===== src/rtl/eg_cand_pkg.sv =====
package eg_cand_pkg;

    localparam int WIN_DIM   = 5;
    localparam int N_TWR     = WIN_DIM * WIN_DIM;
    localparam int CTR_ROW   = WIN_DIM / 2;
    localparam int CTR_IDX   = CTR_ROW * WIN_DIM + CTR_ROW;
    localparam int N_EDGE    = 4;
    localparam int N_CORNER  = 4;
    localparam int CORNER_SZ = 5;

    typedef struct packed {
        logic                valid;
        logic                hit;
        logic                clean;
        logic [N_CORNER-1:0] quiet;
    } eg_flags_t;

    function automatic int tower_at(input int r, input int c);
        return r * WIN_DIM + c;
    endfunction

    // Edge neighbours: 0 north, 1 south, 2 west, 3 east
    function automatic int edge_idx(input int k);
        case (k)
            0:       return tower_at(CTR_ROW - 1, CTR_ROW);
            1:       return tower_at(CTR_ROW + 1, CTR_ROW);
            2:       return tower_at(CTR_ROW, CTR_ROW - 1);
            default: return tower_at(CTR_ROW, CTR_ROW + 1);
        endcase
    endfunction

    // Corner k: bit1 picks south, bit0 picks east. Member j walks the L.
    function automatic int corner_idx(input int k, input int j);
        int dr;
        int dc;
        dr = ((k / 2) % 2 == 1) ? 1 : -1;
        dc = (k % 2 == 1) ? 1 : -1;
        case (j)
            0:       return tower_at(CTR_ROW + dr,     CTR_ROW + dc);
            1:       return tower_at(CTR_ROW + 2 * dr, CTR_ROW + dc);
            2:       return tower_at(CTR_ROW + dr,     CTR_ROW + 2 * dc);
            3:       return tower_at(CTR_ROW + 2 * dr, CTR_ROW);
            default: return tower_at(CTR_ROW,          CTR_ROW + 2 * dc);
        endcase
    endfunction

    // The eight towers touching the centre
    function automatic logic [N_TWR-1:0] ring_mask();
        logic [N_TWR-1:0] m;
        m = '0;
        for (int r = CTR_ROW - 1; r <= CTR_ROW + 1; r++) begin
            for (int c = CTR_ROW - 1; c <= CTR_ROW + 1; c++) begin
                if (tower_at(r, c) != CTR_IDX) begin
                    m[tower_at(r, c)] = 1'b1;
                end
            end
        end
        return m;
    endfunction

endpackage


===== src/rtl/eg_seed_eval.sv =====
module eg_seed_eval
    import eg_cand_pkg::*;
#(
    parameter int ET_W = 8
) (
    input  logic [N_TWR*ET_W-1:0] et,
    input  logic [N_TWR-1:0]      ratio_ok,
    input  logic [N_TWR-1:0]      fg_ok,
    output logic                  hit,
    output logic [ET_W-1:0]       centre_et,
    output logic [ET_W-1:0]       edge_max
);

    logic [ET_W-1:0] edge_et [N_EDGE];
    logic [ET_W-1:0] vert_max;
    logic [ET_W-1:0] horz_max;

    generate
        for (genvar k = 0; k < N_EDGE; k++) begin : g_edge
            assign edge_et[k] = et[edge_idx(k)*ET_W +: ET_W];
        end
    endgenerate

    // Two-level compare tree: vertical pair, horizontal pair, then winner
    always_comb begin
        vert_max = (edge_et[0] >= edge_et[1]) ? edge_et[0] : edge_et[1];
        horz_max = (edge_et[2] >= edge_et[3]) ? edge_et[2] : edge_et[3];
        edge_max = (vert_max >= horz_max) ? vert_max : horz_max;
    end

    assign centre_et = et[CTR_IDX*ET_W +: ET_W];
    assign hit       = ratio_ok[CTR_IDX] & fg_ok[CTR_IDX];

endmodule


===== src/rtl/eg_iso_eval.sv =====
module eg_iso_eval
    import eg_cand_pkg::*;
#(
    parameter int ET_W  = 8,
    parameter int ISO_W = 11
) (
    input  logic [N_TWR*ET_W-1:0] et,
    input  logic [N_TWR-1:0]      ratio_ok,
    input  logic [N_TWR-1:0]      fg_ok,
    input  logic [ISO_W-1:0]      thresh,
    output logic                  clean,
    output logic [N_CORNER-1:0]   quiet
);

    localparam int GSUM_W = ET_W + $clog2(CORNER_SZ);
    localparam int CMP_W  = (GSUM_W > ISO_W) ? GSUM_W : ISO_W;
    localparam logic [N_TWR-1:0] RING = ring_mask();

    logic [N_TWR-1:0] pass_both;

    assign pass_both = ratio_ok & fg_ok;
    assign clean     = &(pass_both | ~RING);

    generate
        for (genvar k = 0; k < N_CORNER; k++) begin : g_corner
            logic [GSUM_W-1:0] grp_sum;
            always_comb begin
                grp_sum = '0;
                for (int j = 0; j < CORNER_SZ; j++) begin
                    grp_sum = grp_sum + GSUM_W'(et[corner_idx(k, j)*ET_W +: ET_W]);
                end
            end
            assign quiet[k] = CMP_W'(grp_sum) < CMP_W'(thresh);
        end
    endgenerate

endmodule


===== src/rtl/eg_rank_stage.sv =====
module eg_rank_stage
    import eg_cand_pkg::*;
#(
    parameter int ET_W   = 8,
    parameter int RANK_W = 9
) (
    input  logic              clk,
    input  logic              rst,
    input  eg_flags_t         flags_q,
    input  logic [ET_W-1:0]   centre_q,
    input  logic [ET_W-1:0]   edge_q,
    output logic              cand_valid,
    output logic [RANK_W-1:0] cand_rank,
    output logic              cand_iso
);

    localparam int SUM_W = ET_W + 1;

    logic [SUM_W-1:0]  raw_sum;
    logic [RANK_W-1:0] sat_sum;
    logic              valid_n;
    logic              iso_n;

    assign raw_sum = SUM_W'(centre_q) + SUM_W'(edge_q);

    generate
        if (RANK_W >= SUM_W) begin : g_wide
            assign sat_sum = RANK_W'(raw_sum);
        end else begin : g_clamp
            localparam logic [SUM_W-1:0] CAP = SUM_W'((1 << RANK_W) - 1);
            assign sat_sum = (raw_sum > CAP) ? '1 : raw_sum[RANK_W-1:0];
        end
    endgenerate

    assign valid_n = flags_q.valid & flags_q.hit;
    assign iso_n   = valid_n & flags_q.clean & (|flags_q.quiet);

    always_ff @(posedge clk) begin
        if (rst) begin
            cand_valid <= 1'b0;
            cand_rank  <= '0;
            cand_iso   <= 1'b0;
        end else begin
            cand_valid <= valid_n;
            cand_rank  <= valid_n ? sat_sum : '0;
            cand_iso   <= iso_n;
        end
    end

endmodule


===== src/rtl/eg_cand_builder.sv =====
module eg_cand_builder
    import eg_cand_pkg::*;
#(
    parameter int ET_W   = 8,
    parameter int RANK_W = 9,
    parameter int ISO_W  = 11
) (
    input  logic                  clk,
    input  logic                  rst,
    input  logic                  in_valid,
    input  logic [N_TWR*ET_W-1:0] win_et,
    input  logic [N_TWR-1:0]      win_ratio_ok,
    input  logic [N_TWR-1:0]      win_fg_ok,
    input  logic [ISO_W-1:0]      iso_thresh,
    output logic                  out_valid,
    output logic [RANK_W-1:0]     out_rank,
    output logic                  out_iso
);

    logic                hit_c;
    logic [ET_W-1:0]     centre_c;
    logic [ET_W-1:0]     edge_c;
    logic                clean_c;
    logic [N_CORNER-1:0] quiet_c;

    eg_flags_t           flags_q;
    logic [ET_W-1:0]     centre_q;
    logic [ET_W-1:0]     edge_q;

    eg_seed_eval #(.ET_W(ET_W)) u_seed (
        .et        (win_et),
        .ratio_ok  (win_ratio_ok),
        .fg_ok     (win_fg_ok),
        .hit       (hit_c),
        .centre_et (centre_c),
        .edge_max  (edge_c)
    );

    eg_iso_eval #(.ET_W(ET_W), .ISO_W(ISO_W)) u_iso (
        .et       (win_et),
        .ratio_ok (win_ratio_ok),
        .fg_ok    (win_fg_ok),
        .thresh   (iso_thresh),
        .clean    (clean_c),
        .quiet    (quiet_c)
    );

    // Stage 1: register seed and isolation decisions
    always_ff @(posedge clk) begin
        if (rst) begin
            flags_q  <= '0;
            centre_q <= '0;
            edge_q   <= '0;
        end else begin
            flags_q.valid <= in_valid;
            flags_q.hit   <= hit_c;
            flags_q.clean <= clean_c;
            flags_q.quiet <= quiet_c;
            centre_q      <= centre_c;
            edge_q        <= edge_c;
        end
    end

    // Stage 2: rank saturation and output qualification
    eg_rank_stage #(.ET_W(ET_W), .RANK_W(RANK_W)) u_rank (
        .clk        (clk),
        .rst        (rst),
        .flags_q    (flags_q),
        .centre_q   (centre_q),
        .edge_q     (edge_q),
        .cand_valid (out_valid),
        .cand_rank  (out_rank),
        .cand_iso   (out_iso)
    );

endmodule


===== config.mk =====
export PLATFORM = sky130hd
export DESIGN_NAME = eg_cand_builder
export DESIGN_NICKNAME = d
export VERILOG_FILES = /design/src/rtl/eg_cand_pkg.sv /design/src/rtl/eg_seed_eval.sv /design/src/rtl/eg_iso_eval.sv /design/src/rtl/eg_rank_stage.sv /design/src/rtl/eg_cand_builder.sv
export SDC_FILE = /design/constraint.sdc
export NUM_CORES = 1
export LEC_CHECK = 0
export CAP_MARGIN = 20
export CORE_ASPECT_RATIO = 0.75
export CORE_UTILIZATION = 29
export DETAILED_ROUTE_END_ITERATION = 8
export DONT_BUFFER_PORTS = 1
export HOLD_SLACK_MARGIN = 0.02
export PLACE_DENSITY = 0.51
export REMOVE_ABC_BUFFERS = 1
export SLEW_MARGIN = 40
export SYNTH_ARGS = -nofsm -noshare
export SYNTH_HDL_FRONTEND = slang
export SYNTH_HIERARCHICAL = 1
export SYNTH_SLANG_ARGS = --single-unit

===== constraint.sdc =====
create_clock -name clk -period 6.45 [get_ports clk]
set_clock_uncertainty 0.2 [all_clocks]
set_input_delay 0.3225 -clock clk [delete_from_list [all_inputs] [get_ports clk]]
set_output_delay 0.3225 -clock clk [all_outputs]
set_load 0.02 [all_outputs]

After elaboration in Yosys (flattened, before gate mapping)
Index checks and enable logic that the tools add are counted.
{"block": "word_totals", "reg_bits": 34, "latch_bits": 0, "mem_bits_rw": 0, "rom_bits": 0, "inputBits": 264, "memories": 0}
{"block": "op_classes", "add_sub_neg": 17, "multipliers": 0, "n_div": 0, "order_cmp": 7, "eq_ne": 0, "n_shift": 0, "muxes": 3, "n_bitwise": 6, "reduce_logical": 3}
{"operator": "11-bit by 8-bit adder with 11-bit output", "n": 9}
{"operator": "8-bit by 8-bit adder with 9-bit output", "n": 5}
{"operator": "11-bit < comparator", "n": 4}
{"operator": "8-bit >= comparator", "n": 3}
{"operator": "8-bit 2-to-1 mux", "n": 3}
{"operator": "9-bit by 8-bit adder with 10-bit output", "n": 2}
{"operator": "19-bit bitwise AND", "n": 1}
{"operator": "10-bit by 8-bit adder with 11-bit output", "n": 1}
{"operator": "8-bit AND reduction", "n": 1}
{"operator": "1-bit bitwise AND", "n": 4}
{"operator": "4-bit OR reduction", "n": 1}
{"operator": "2-bit OR reduction", "n": 1}
{"operator": "1-bit inverter", "n": 1}

Logic depth before layout (Yosys ltp)
Gate-level depths: netlist of run 1.
{"block": "logic_depth", "word_depth": 5, "ltp_mapped": 22}

Modules after synthesis
The synthesis of run 1 kept the hierarchy.
{"module": "eg_iso_eval", "instances": 1, "cells_each": 534, "area_each_um2": 4803.4, "seq_area_each_um2": 0.0}
{"module": "eg_seed_eval", "instances": 1, "cells_each": 132, "area_each_um2": 1073.5, "seq_area_each_um2": 0.0}
{"module": "eg_cand_builder", "instances": 1, "cells_each": 48, "area_each_um2": 669.4, "seq_area_each_um2": 460.4}
{"module": "eg_rank_stage", "instances": 1, "cells_each": 62, "area_each_um2": 585.6, "seq_area_each_um2": 220.2}

Worst setup path after synthesis of run 1
No wires, ideal clock.
{"block": "synth_timing", "path_type": "input port to flip-flop", "from": "in win_et[121]", "to": "reg, netlist name flags_q[2]", "setup_ns": 0.065, "t_arrival_ns": 4.345, "setup_slack_ns": 1.840, "stages": 20, "path_buffers": 0, "path_cell_list": "inv_1 fa_1 inv_1 ha_1 inv_1 fa_1 nand2b_1 a21oi_1 nor2_1 xnor2_1 fa_1 ha_1 or2_2 or4_1 o311ai_1 xnor2_1 ha_1 a211oi_1 o2bb2ai_1 nor2b_1"}
{"block": "synth_between", "elab_chain_len": 4}
{"item": "start: declaration", "line": "eg_cand_builder.sv:11", "source": "input logic [N_TWR*ET_W-1:0] win_et,"}
{"item": "11-bit by 8-bit adder with 11-bit output (3 in a row)", "line": "eg_iso_eval.sv:30", "source": "grp_sum = grp_sum + GSUM_W'(et[corner_idx(k, j)*ET_W +: ET_W]);"}
{"item": "11-bit < comparator", "line": "eg_iso_eval.sv:33", "source": "assign quiet[k] = CMP_W'(grp_sum) < CMP_W'(thresh);"}
{"item": "net quiet_c[2]", "line": "eg_cand_builder.sv:24", "source": "logic [N_CORNER-1:0] quiet_c;"}
The timed path passes the listed nets, and every way through them passes these cells.
A chain may end at the register's enable or synchronous reset.

Worst setup path after layout of run 1
{"block": "layout_timing", "from": "in win_et[121]", "to": "reg, netlist name flags_q[2]"}
{"block": "layout_between", "elab_chain_len": 4}
{"item": "11-bit by 8-bit adder with 11-bit output (3 in a row)", "line": "eg_iso_eval.sv:30"}
{"item": "11-bit < comparator", "line": "eg_iso_eval.sv:33"}
{"item": "net quiet_c[2]", "line": "eg_cand_builder.sv:24"}
The timed path passes the listed nets, and every way through them passes these cells.

==> run summary, run 1 <==
Outcome: finished, final reports clean
Syn Area/Cell: 9.19 um2
Max-slew headroom: 61.3%
DIE WIDTH: 183 um
Initial antenna violation count: 0
Crit path capture type: flop
Via density: 4.84
Top cells by count, synth: ha_1, inv_1, fa_1
Layout cells sized above 1: 6.02%
# port buffers: 0
Synth-to-layout area growth: 7.95%
Mapped Cells: 776
Max VDD drop: 88.2 uV
Share of flip-flops with an asynchronous set or reset: 0%
Post-route insts no fill: 1112
Achievable Freq: 209 MHz
Post-synth EDFFs: 0
Worst r2r src: centre_q[0]
Largest net degree at the start of global routing: 21
Yosys top cell area share: 23.5%
Die Area: 0.0252 mm2
Post-route DRC: 0
Finished Core Util: 32.0%
Clk slew on worst S/H paths: 0.05 ns
Routability cong.: 0.803
Clock Path Buffers: 2
Post-synth top area cell: ha_1
Drt total wl: 17900 um
Static Leak: 3.74 nW
Pwr dens: 300 mW/mm2
Fin crit share: 74.0%
1st-iter DRT viols: 203
CP arrival: 4.79 ns
Main area contributors after synthesis: ha_1, fa_1, dfxtp_1
Slowest cell on crit path: fa_1
Final Hold Fails: 0
Unrepaired setup endpoints after global routing: false
Grt ovf: 0
Number of global-route vias before repair: 5066
Setup TNS: 0 ns
Post-synth top flop: dfxtp_1
H-tree levels: 2
Mapped Area: 0.00713 mm2
Crit Path Class: input pin to flop
CP Launch Type: input pin
Netlist cell types: 61
Root Buffer: clkbuf_16
HP Class: input pin to flop
CTS Buf Count: 5
Slew @ Worst Pin: 0.580 ns
Die Y: 138 um
CTS Sinks: 34
Skew-Pair Late Insertion Delay: 0.28 ns
Initial Utilization: 29.7%
YS warnings: 6
Hold Crit Start: win_et[97]
Rows: 49
Number of max-cap violations: 0
Routed length per instance: 16.1 um
Vias: 5377
Post-CTS Setup Bufs: 0
Slowest Stage Delay on Critical Path: 0.49 ns
Sequential fraction of the synthesis area: 9.54%
Drt pass-1 iters: 6
Top-count cell post-synth: ha_1
Crit path required time: 6.46 ns
Final setup fails: 0
Gr usage total: 13.8%
Ant. Diodes: 0
IO Pins: 275
Final Critical Period: 4.78 ns
CTS tree: built
Nets: 1254
DRT antenna net count: 0
Hold-fix buffers, CTS: 8
Critical Path Fanout Max: 4
Final Max Tran Viols: 0
Flops & latches, synth: 34
Dpl cells: 1095
Cts repair resizes: 0
Filler instances: 2530
HPWL Detailed: 16400 um
Crit path from: win_et[121]
Core Area: 0.0240 mm2
First-pass GRT wire length: 26800 um
Worst path cell trace: inv_1 > fa_1 > inv_1 > ha_1 > inv_1 > fa_1 > nand2b_1 > a21oi_1 > nor2_1 > xnor2_1 > fa_1 > ha_1 > or2_2 > or4_1 > o311ai_1 > xnor2_1 > ha_1 > a211oi_1 > o2bb2ai_1 > nor2b_1
==> stage by stage <==
step / power (mW) / area (um2) / setup slack (ns) / hold slack (ns)
finish: 2.31 / 7700 / 1.67 / 0.0239
global route: 2.59 / 7700 / 1.35 / 0.0223
CTS: 2.32 / 7690 / 1.64 / 0.0205
detailed placement: 2.06 / 7460 / 1.37 / 0.192
global placement: 2.04 / 7460 / 1.48 / 0.192
floorplan: 1.68 / 7030 / 1.84 / 0.188
==> worst max-delay path, delay by kind of cell <==
family | cells | cell delay (ns)
AOI/OAI and AO/OA | 4 | 0.66
xor gates and xnor gates | 2 | 0.43
adders and majority gates | 6 | 2.03
buffers and inverters | 3 | 0.17
and+or+nand+nor | 5 | 1.21
==> cells by family after synthesis <==
kind of cell               count (synthesis)  synth area share [%]
AOI/OAI and AO/OA                        181                  18.5
xor gates and xnor gates                  37                  4.54
adders and majority gates                210                  44.8
buffers and inverters                    142                  8.12
DFF                                       34                  9.54
muxes                                     16                  2.33
and+or+nand+nor                          156                  12.2
==> layout by cell type (no fill, tap or decap), types with 11 or more instances in the layout <==
cell type  instances
nor3_1            13
a21oi_1           31
nor2b_2           14
nand3_1           13
nor2_1            40
o311a_1           11
o21ai_0           31
a21o_1            23
inv_1            127
nor2b_1           11
dfxtp_1           34
a211oi_1          26
ha_1             134
fa_1              76
xor2_1            11
mux2i_1           14
xnor2_1           26
nand4_1           14
nand2_1           15
==> state kept, by name, summed over array words and instances (netlist names) <==
register / cells
u_rank/cand_rank: 9
centre_q: 8
edge_q: 8
flags_q: 7
u_rank/cand_iso: 1
u_rank/cand_valid: 1
==> where the power goes <==
part           switching [mW]  internal (mW)
Combinational           0.975          0.857
Clock                  0.0840          0.152
Sequential            0.00943          0.236
Total                    1.07           1.25
==> path summary, 6_finish.rpt <==
check / end / slack [ns] / depth (start not counted)
worst max-delay path: flags_q[2] / 1.67 / 20
worst min-delay path: centre_q[1] / 0.02 / 1
worst max register to register: u_rank/cand_rank[8] / 4.35 / 6
worst min register to register: u_rank/cand_iso / 0.25 / 2
==> area by class of cell <==
cell class / count / area, um2 / area share [%]
tap: 331 / 414 / 5.38
sequential: 34 / 681 / 8.84
clock buffer: 6 / 139 / 1.80
clock inverter: 2 / 12.5 / 0.163
timing repair buffer: 11 / 100 / 1.30
inverter: 128 / 480 / 6.24
multi-input combinational: 600 / 5870 / 76.3
==> per-layer routing <==
metal	vias up	wire, um	track usage, %
met2	135	7200	19.7
met4	0	31	1.11
met1	2509	9850	22.2
li1	2729	-	-
met5	-	0	0
met3	4	817	1.98
Note: power is estimated with default switching activity, not from simulation.
==> run 2: changes to the inputs <==
- clock period: 6.45 -> 4.87 ns (I/O delays scaled with it)
==> run summary, run 2 (synthesis gave the netlist of run 1 again) <==
HPWL Detailed: 16900 um (+3.2%)
CTS tree: built
Root Buffer: clkbuf_16
Commonest non-fill, non-tap cell in the layout: ha_1
Crit Path Class: input pin to flop
Placed cell area: 0.00752 mm2 (+0.80%)
Initial antenna violation count: 0 (unchanged)
CP Launch Type: input pin
Largest Register: u_rank/cand_rank
Clk slew on worst S/H paths: 0.05 ns (about the same)
Crit path capture type: flop
Synth-to-layout area growth: 9.14%
Setup TNS: 0 ns (unchanged)
CP arrival: 4.58 ns (-0.21 ns)
Most frequent cells in the layout: ha_1, inv_1, fa_1
Max VDD drop: 118 uV (+34%)
Slowest Stage Delay on Critical Path: 0.48 ns (about the same)
Max-slew headroom: 60.4% (-0.92 points)
# port buffers: 0 (unchanged)
Post-CTS Setup Bufs: 0 (unchanged)
HP Class: input pin to flop
Unrepaired setup endpoints after global routing: false
Skew-Pair Late Insertion Delay: 0.27 ns (about the same)
Rows: 49 (unchanged)
Slew @ Worst Pin: 0.592 ns (+0.0120 ns)
Layout cells sized above 1: 6.96% (+0.94 points)
DRT antenna net count: 0 (unchanged)
IO Pins: 275 (unchanged)
Flip-flop count of the largest register after layout: 9 (unchanged)
Core Area: 0.0240 mm2 (unchanged)
Largest net degree at the start of global routing: 24 (+14%)
Drt total wl: 18300 um (+2.1%)
Fin crit share: 94.0%
Nets: 1263 (+0.72%)
Die Area: 0.0252 mm2 (unchanged)
Reg area: 681 um2 (unchanged)
Number of global-route vias before repair: 5268 (+4.0%)
Pwr dens: 401 mW/mm2 (+34%)
Achievable Freq: 219 MHz
Final Critical Period: 4.58 ns
Fin area: 0.00778 mm2 (+1.1%)
Post-route DRC: 0 (unchanged)
Critical Path Fanout Max: 2 (-2)
Vias: 5434 (+1.1%)
Grt ovf: 0 (unchanged)
Die Y: 138 um (unchanged)
Final Hold Fails: 0 (unchanged)
Filler instances: 2552 (+0.87%)
Drt pass-1 iters: 4 (-2)
Dpl cells: 1103 (+0.73%)
Post-route insts no fill: 1121 (+0.81%)
Crit path required time: 4.87 ns (-1.59 ns)
Routability cong.: 0.826 (+2.9%)
Outcome: finished, final reports clean
Slowest cell on crit path: or4_1
CP bufs+invs: 3 (unchanged)
1st-iter DRT viols: 232 (+14%)
Multi-input gate area: 0.00587 mm2 (unchanged)
DIE WIDTH: 183 um (unchanged)
CTS Sinks: 34 (unchanged)
Top cell family by delay on the critical path: adder cells
Regs by FF count: u_rank/cand_rank (9), centre_q (8), edge_q (8)
First-pass GRT wire length: 27900 um (+4.2%)
Number of max-cap violations: 0 (unchanged)
Clock Path Buffers: 2 (unchanged)
Worst path cell trace: inv_1 > fa_1 > inv_1 > ha_1 > inv_1 > fa_1 > nand2b_1 > a21oi_1 > nor2_1 > xnor2_1 > fa_1 > ha_1 > or2_2 > or4_1 > o311ai_1 > xnor2_1 > ha_1 > a211oi_1 > o2bb2ai_1 > nor2b_1
Initial Utilization: 29.7% (unchanged)
Ant. Diodes: 0 (unchanged)
Final Max Tran Viols: 0 (unchanged)
Routed length per instance: 16.3 um (+1.3%)
CTS Buf Count: 5 (unchanged)
H-tree levels: 2 (unchanged)
Static Leak: 3.79 nW (+1.4%)
Gr usage total: 14.4% (+0.58 points)
Final setup fails: 0 (unchanged)
Via density: 4.85 (+0.25%)
==> run 2: worst paths after layout <==
check | slack (ns) | cells after the start | to | startpoint
max | 0.29 | 20 | flags_q[2] | win_et[121]
min | 0.05 | 3 | flags_q[4] | win_ratio_ok[17]
max reg2reg | 2.81 | 6 | u_rank/cand_rank[6] | centre_q[0]
min reg2reg | 0.25 | 2 | u_rank/cand_iso | flags_q[4]
==> run 2: where the power goes <==
| group | total, mW | internal [mW] | switching, mW |
|---|---|---|---|
| combinational | 2.46 | 1.16 | 1.30 |
| sequential | 0.325 | 0.313 | 0.0121 |
| clock | 0.337 | 0.231 | 0.106 |
| total | 3.12 | 1.71 | 1.42 |
==> run 2: metrics by stage <==
step	power, mW	utilization, %	worst slack (ns)	hold WS (ns)
2_1_floorplan	2.23	-	0.339	0.109
3_3_place_gp	2.73	31.3	0.0560	0.114
3_5_place_dp	2.78	31.3	0.000556	0.114
4_1_cts	3.15	32.4	0.256	0.0648
5_1_grt	3.51	32.4	0.00362	0.0706
6_report	3.12	32.4	0.293	0.0518
==> run 2: per-layer routing <==
layer | global-route usage (%) | vias up | wire (um)
met2 | 20.7 | 135 | 7350
met5 | 0 | - | 0
met1 | 22.9 | 2554 | 10100
met4 | 1.48 | 0 | 89
met3 | 2.04 | 9 | 695
li1 | - | 2736 | -
==> run 2: what timing repair did <==
item,CTS,global route
hold buffers,10,0
gates resized for setup,0,0
endpoints found under the hold margin,23,0
==> run 2: final cells by class <==
cell class | count | share of cell area [%]
inverters | 128 | 6.17
flip-flops and latches | 34 | 8.74
clock buffers | 8 | 2.14
well taps | 331 | 5.32
multi-input cells | 600 | 75.4
repair buffers | 20 | 2.19
==> run 2: worst register-to-register path, cell delays in order, from the launching register on <==
cell and delay, ns:
dfxtp_1 0.30, ha_1 0.22, fa_1 0.41, a21o_1 0.22, a311oi_2 0.34, o21ai_1 0.10
o21ba_1 0.21
==> run 3: changes to the inputs <==
- RECOVER_POWER: not set -> 100
==> run summary, run 3 (synthesis gave the netlist of run 1 again) <==
Critical Path Fanout Max: 2 (unchanged)
Core Area: 0.0240 mm2 (unchanged)
Outcome: finished, final reports clean
Initial antenna violation count: 0 (unchanged)
Vias: 5430 (-0.074%)
DRT antenna net count: 0 (unchanged)
Rows: 49 (unchanged)
Slowest Stage Delay on Critical Path: 0.48 ns (about the same)
Skew-Pair Late Insertion Delay: 0.27 ns (about the same)
Filler instances: 2562 (+0.39%)
Number of global-route vias before repair: 5268 (unchanged)
Worst path cell trace: inv_1 > fa_1 > inv_1 > ha_1 > inv_1 > fa_1 > nand2b_1 > a21oi_1 > nor2_1 > xnor2_1 > fa_1 > ha_1 > or2_2 > or4_1 > o311ai_1 > xnor2_1 > ha_1 > a211oi_1 > o2bb2ai_1 > nor2b_1
Synth-to-layout area growth: 8.28%
Largest Register: u_rank/cand_rank
Dpl cells: 1103 (unchanged)
Routed length per instance: 16.4 um (+0.34%)
Flip-flop count of the largest register after layout: 9 (unchanged)
DIE WIDTH: 183 um (unchanged)
WHS: 0.0535 ns (+0.00171 ns)
# port buffers: 0 (unchanged)
Ant. Diodes: 0 (unchanged)
Routability cong.: 0.826 (unchanged)
Final Hold Fails: 0 (unchanged)
Root Buffer: clkbuf_16
Clk slew on worst S/H paths: 0.05 ns (about the same)
Gr usage total: 14.4% (unchanged)
Grt ovf: 0 (unchanged)
Final Max Tran Viols: 0 (unchanged)
Max-slew headroom: 36.3% (-24 points)
Largest net degree at the start of global routing: 24 (unchanged)
Post-route insts no fill: 1121 (unchanged)
Achievable Freq: 219 MHz (about the same)
Final Critical Period: 4.57 ns (-0.00397 ns)
Setup TNS: 0 ns (unchanged)
H-tree levels: 2 (unchanged)
Slowest cell on crit path: or4_1
Via density: 4.84 (about the same)
Nets: 1263 (unchanged)
Cts repair resizes: 0 (unchanged)
IO Pins: 275 (unchanged)
CP Launch Type: input pin
Layout cells sized above 1: 5.70% (-1.3 points)
Commonest non-fill, non-tap cell in the layout: ha_1
Die Y: 138 um (unchanged)
HPWL Detailed: 16900 um (unchanged)
Max VDD drop: 118 uV (about the same)
Unrepaired setup endpoints after global routing: false
1st-iter DRT viols: 222 (-4.3%)
Initial Utilization: 29.7% (unchanged)
Drt total wl: 18300 um (+0.34%)
Post-route DRC: 0 (unchanged)
CTS tree: built
HP Class: input pin to flop
Pwr dens: 403 mW/mm2 (+0.45%)
Most frequent cells in the layout: ha_1, inv_1, fa_1
Tot Pwr: 3.11 mW (-0.34%)
Crit path required time: 4.87 ns (about the same)
Multi-input gate area: 0.00581 mm2 (-0.98%)
CTS Sinks: 34 (unchanged)
Slew @ Worst Pin: 0.948 ns (+0.355 ns)
Regs by FF count: u_rank/cand_rank (9), centre_q (8), edge_q (8)
CP arrival: 4.58 ns (about the same)
Die Area: 0.0252 mm2 (unchanged)
Drt pass-1 iters: 4 (unchanged)
First-pass GRT wire length: 27900 um (unchanged)
Fin crit share: 93.9% (about the same)
Static Leak: 3.77 nW (-0.56%)
CTS Buf Count: 5 (unchanged)
Number of max-cap violations: 0 (unchanged)
Clock Path Buffers: 2 (unchanged)
Crit Path Class: input pin to flop
Final setup fails: 0 (unchanged)
Crit path capture type: flop
Reg area: 681 um2 (unchanged)
run 3: final cells by class:
cell class / count / share of cell area [%]
clock buffers: 8 / 2.15
inverters: 128 / 6.22
multi-input cells: 600 / 75.3
flip-flops and latches: 34 / 8.81
well taps: 331 / 5.36
repair buffers: 20 / 2.15
run 3: through the flow:
step                      util, %  setup WS [ns]  area [um2]
after global routing         32.1        0.00406        7720
after global placement       31.3         0.0560        7520
after floorplan                 -          0.339        7030
after detailed placement     31.3       0.000556        7520
final                        32.1          0.297        7720
after CTS                    32.4          0.256        7790
run 3: worst max-delay path, delay by kind of cell:
family	cells	cell delay [ns]
and+or+nand+nor	5	1.18
xor gates and xnor gates	2	0.37
buffers and inverters	3	0.17
AOI/OAI and AO/OA	4	0.66
adders and majority gates	6	1.95
run 3: final timing paths:
kind	startpoint	endpoint	slack, ns	cells past startpoint
hold reg to reg	flags_q[4]	u_rank/cand_iso	0.25	2
hold / removal	win_ratio_ok[17]	flags_q[4]	0.05	3
setup / recovery	win_et[121]	flags_q[2]	0.30	20
setup reg to reg	centre_q[0]	u_rank/cand_rank[8]	2.71	6
run 3: power breakdown:
part	internal, mW	total [mW]	leakage [nW]	switching (mW)
Sequential	0.313	0.325	0.280	0.0121
Combinational	1.16	2.45	3.41	1.29
Clock	0.231	0.336	0.0832	0.105
run 3: timing repair:
action,4_1_cts,5_1_grt
endpoints found under the hold margin,23,0
hold buffers,10,0
buffers inserted,0,0
run 3: per-layer routing:
layer  vias up  part of all wire (%)  global-route usage (%)
li1       2739                     -                       -
met1      2546                    55                    22.9
met2       137                    40                    20.7
met3         8                   4.0                    2.04
met4         0                  0.47                    1.48
met5         -                     0                       0
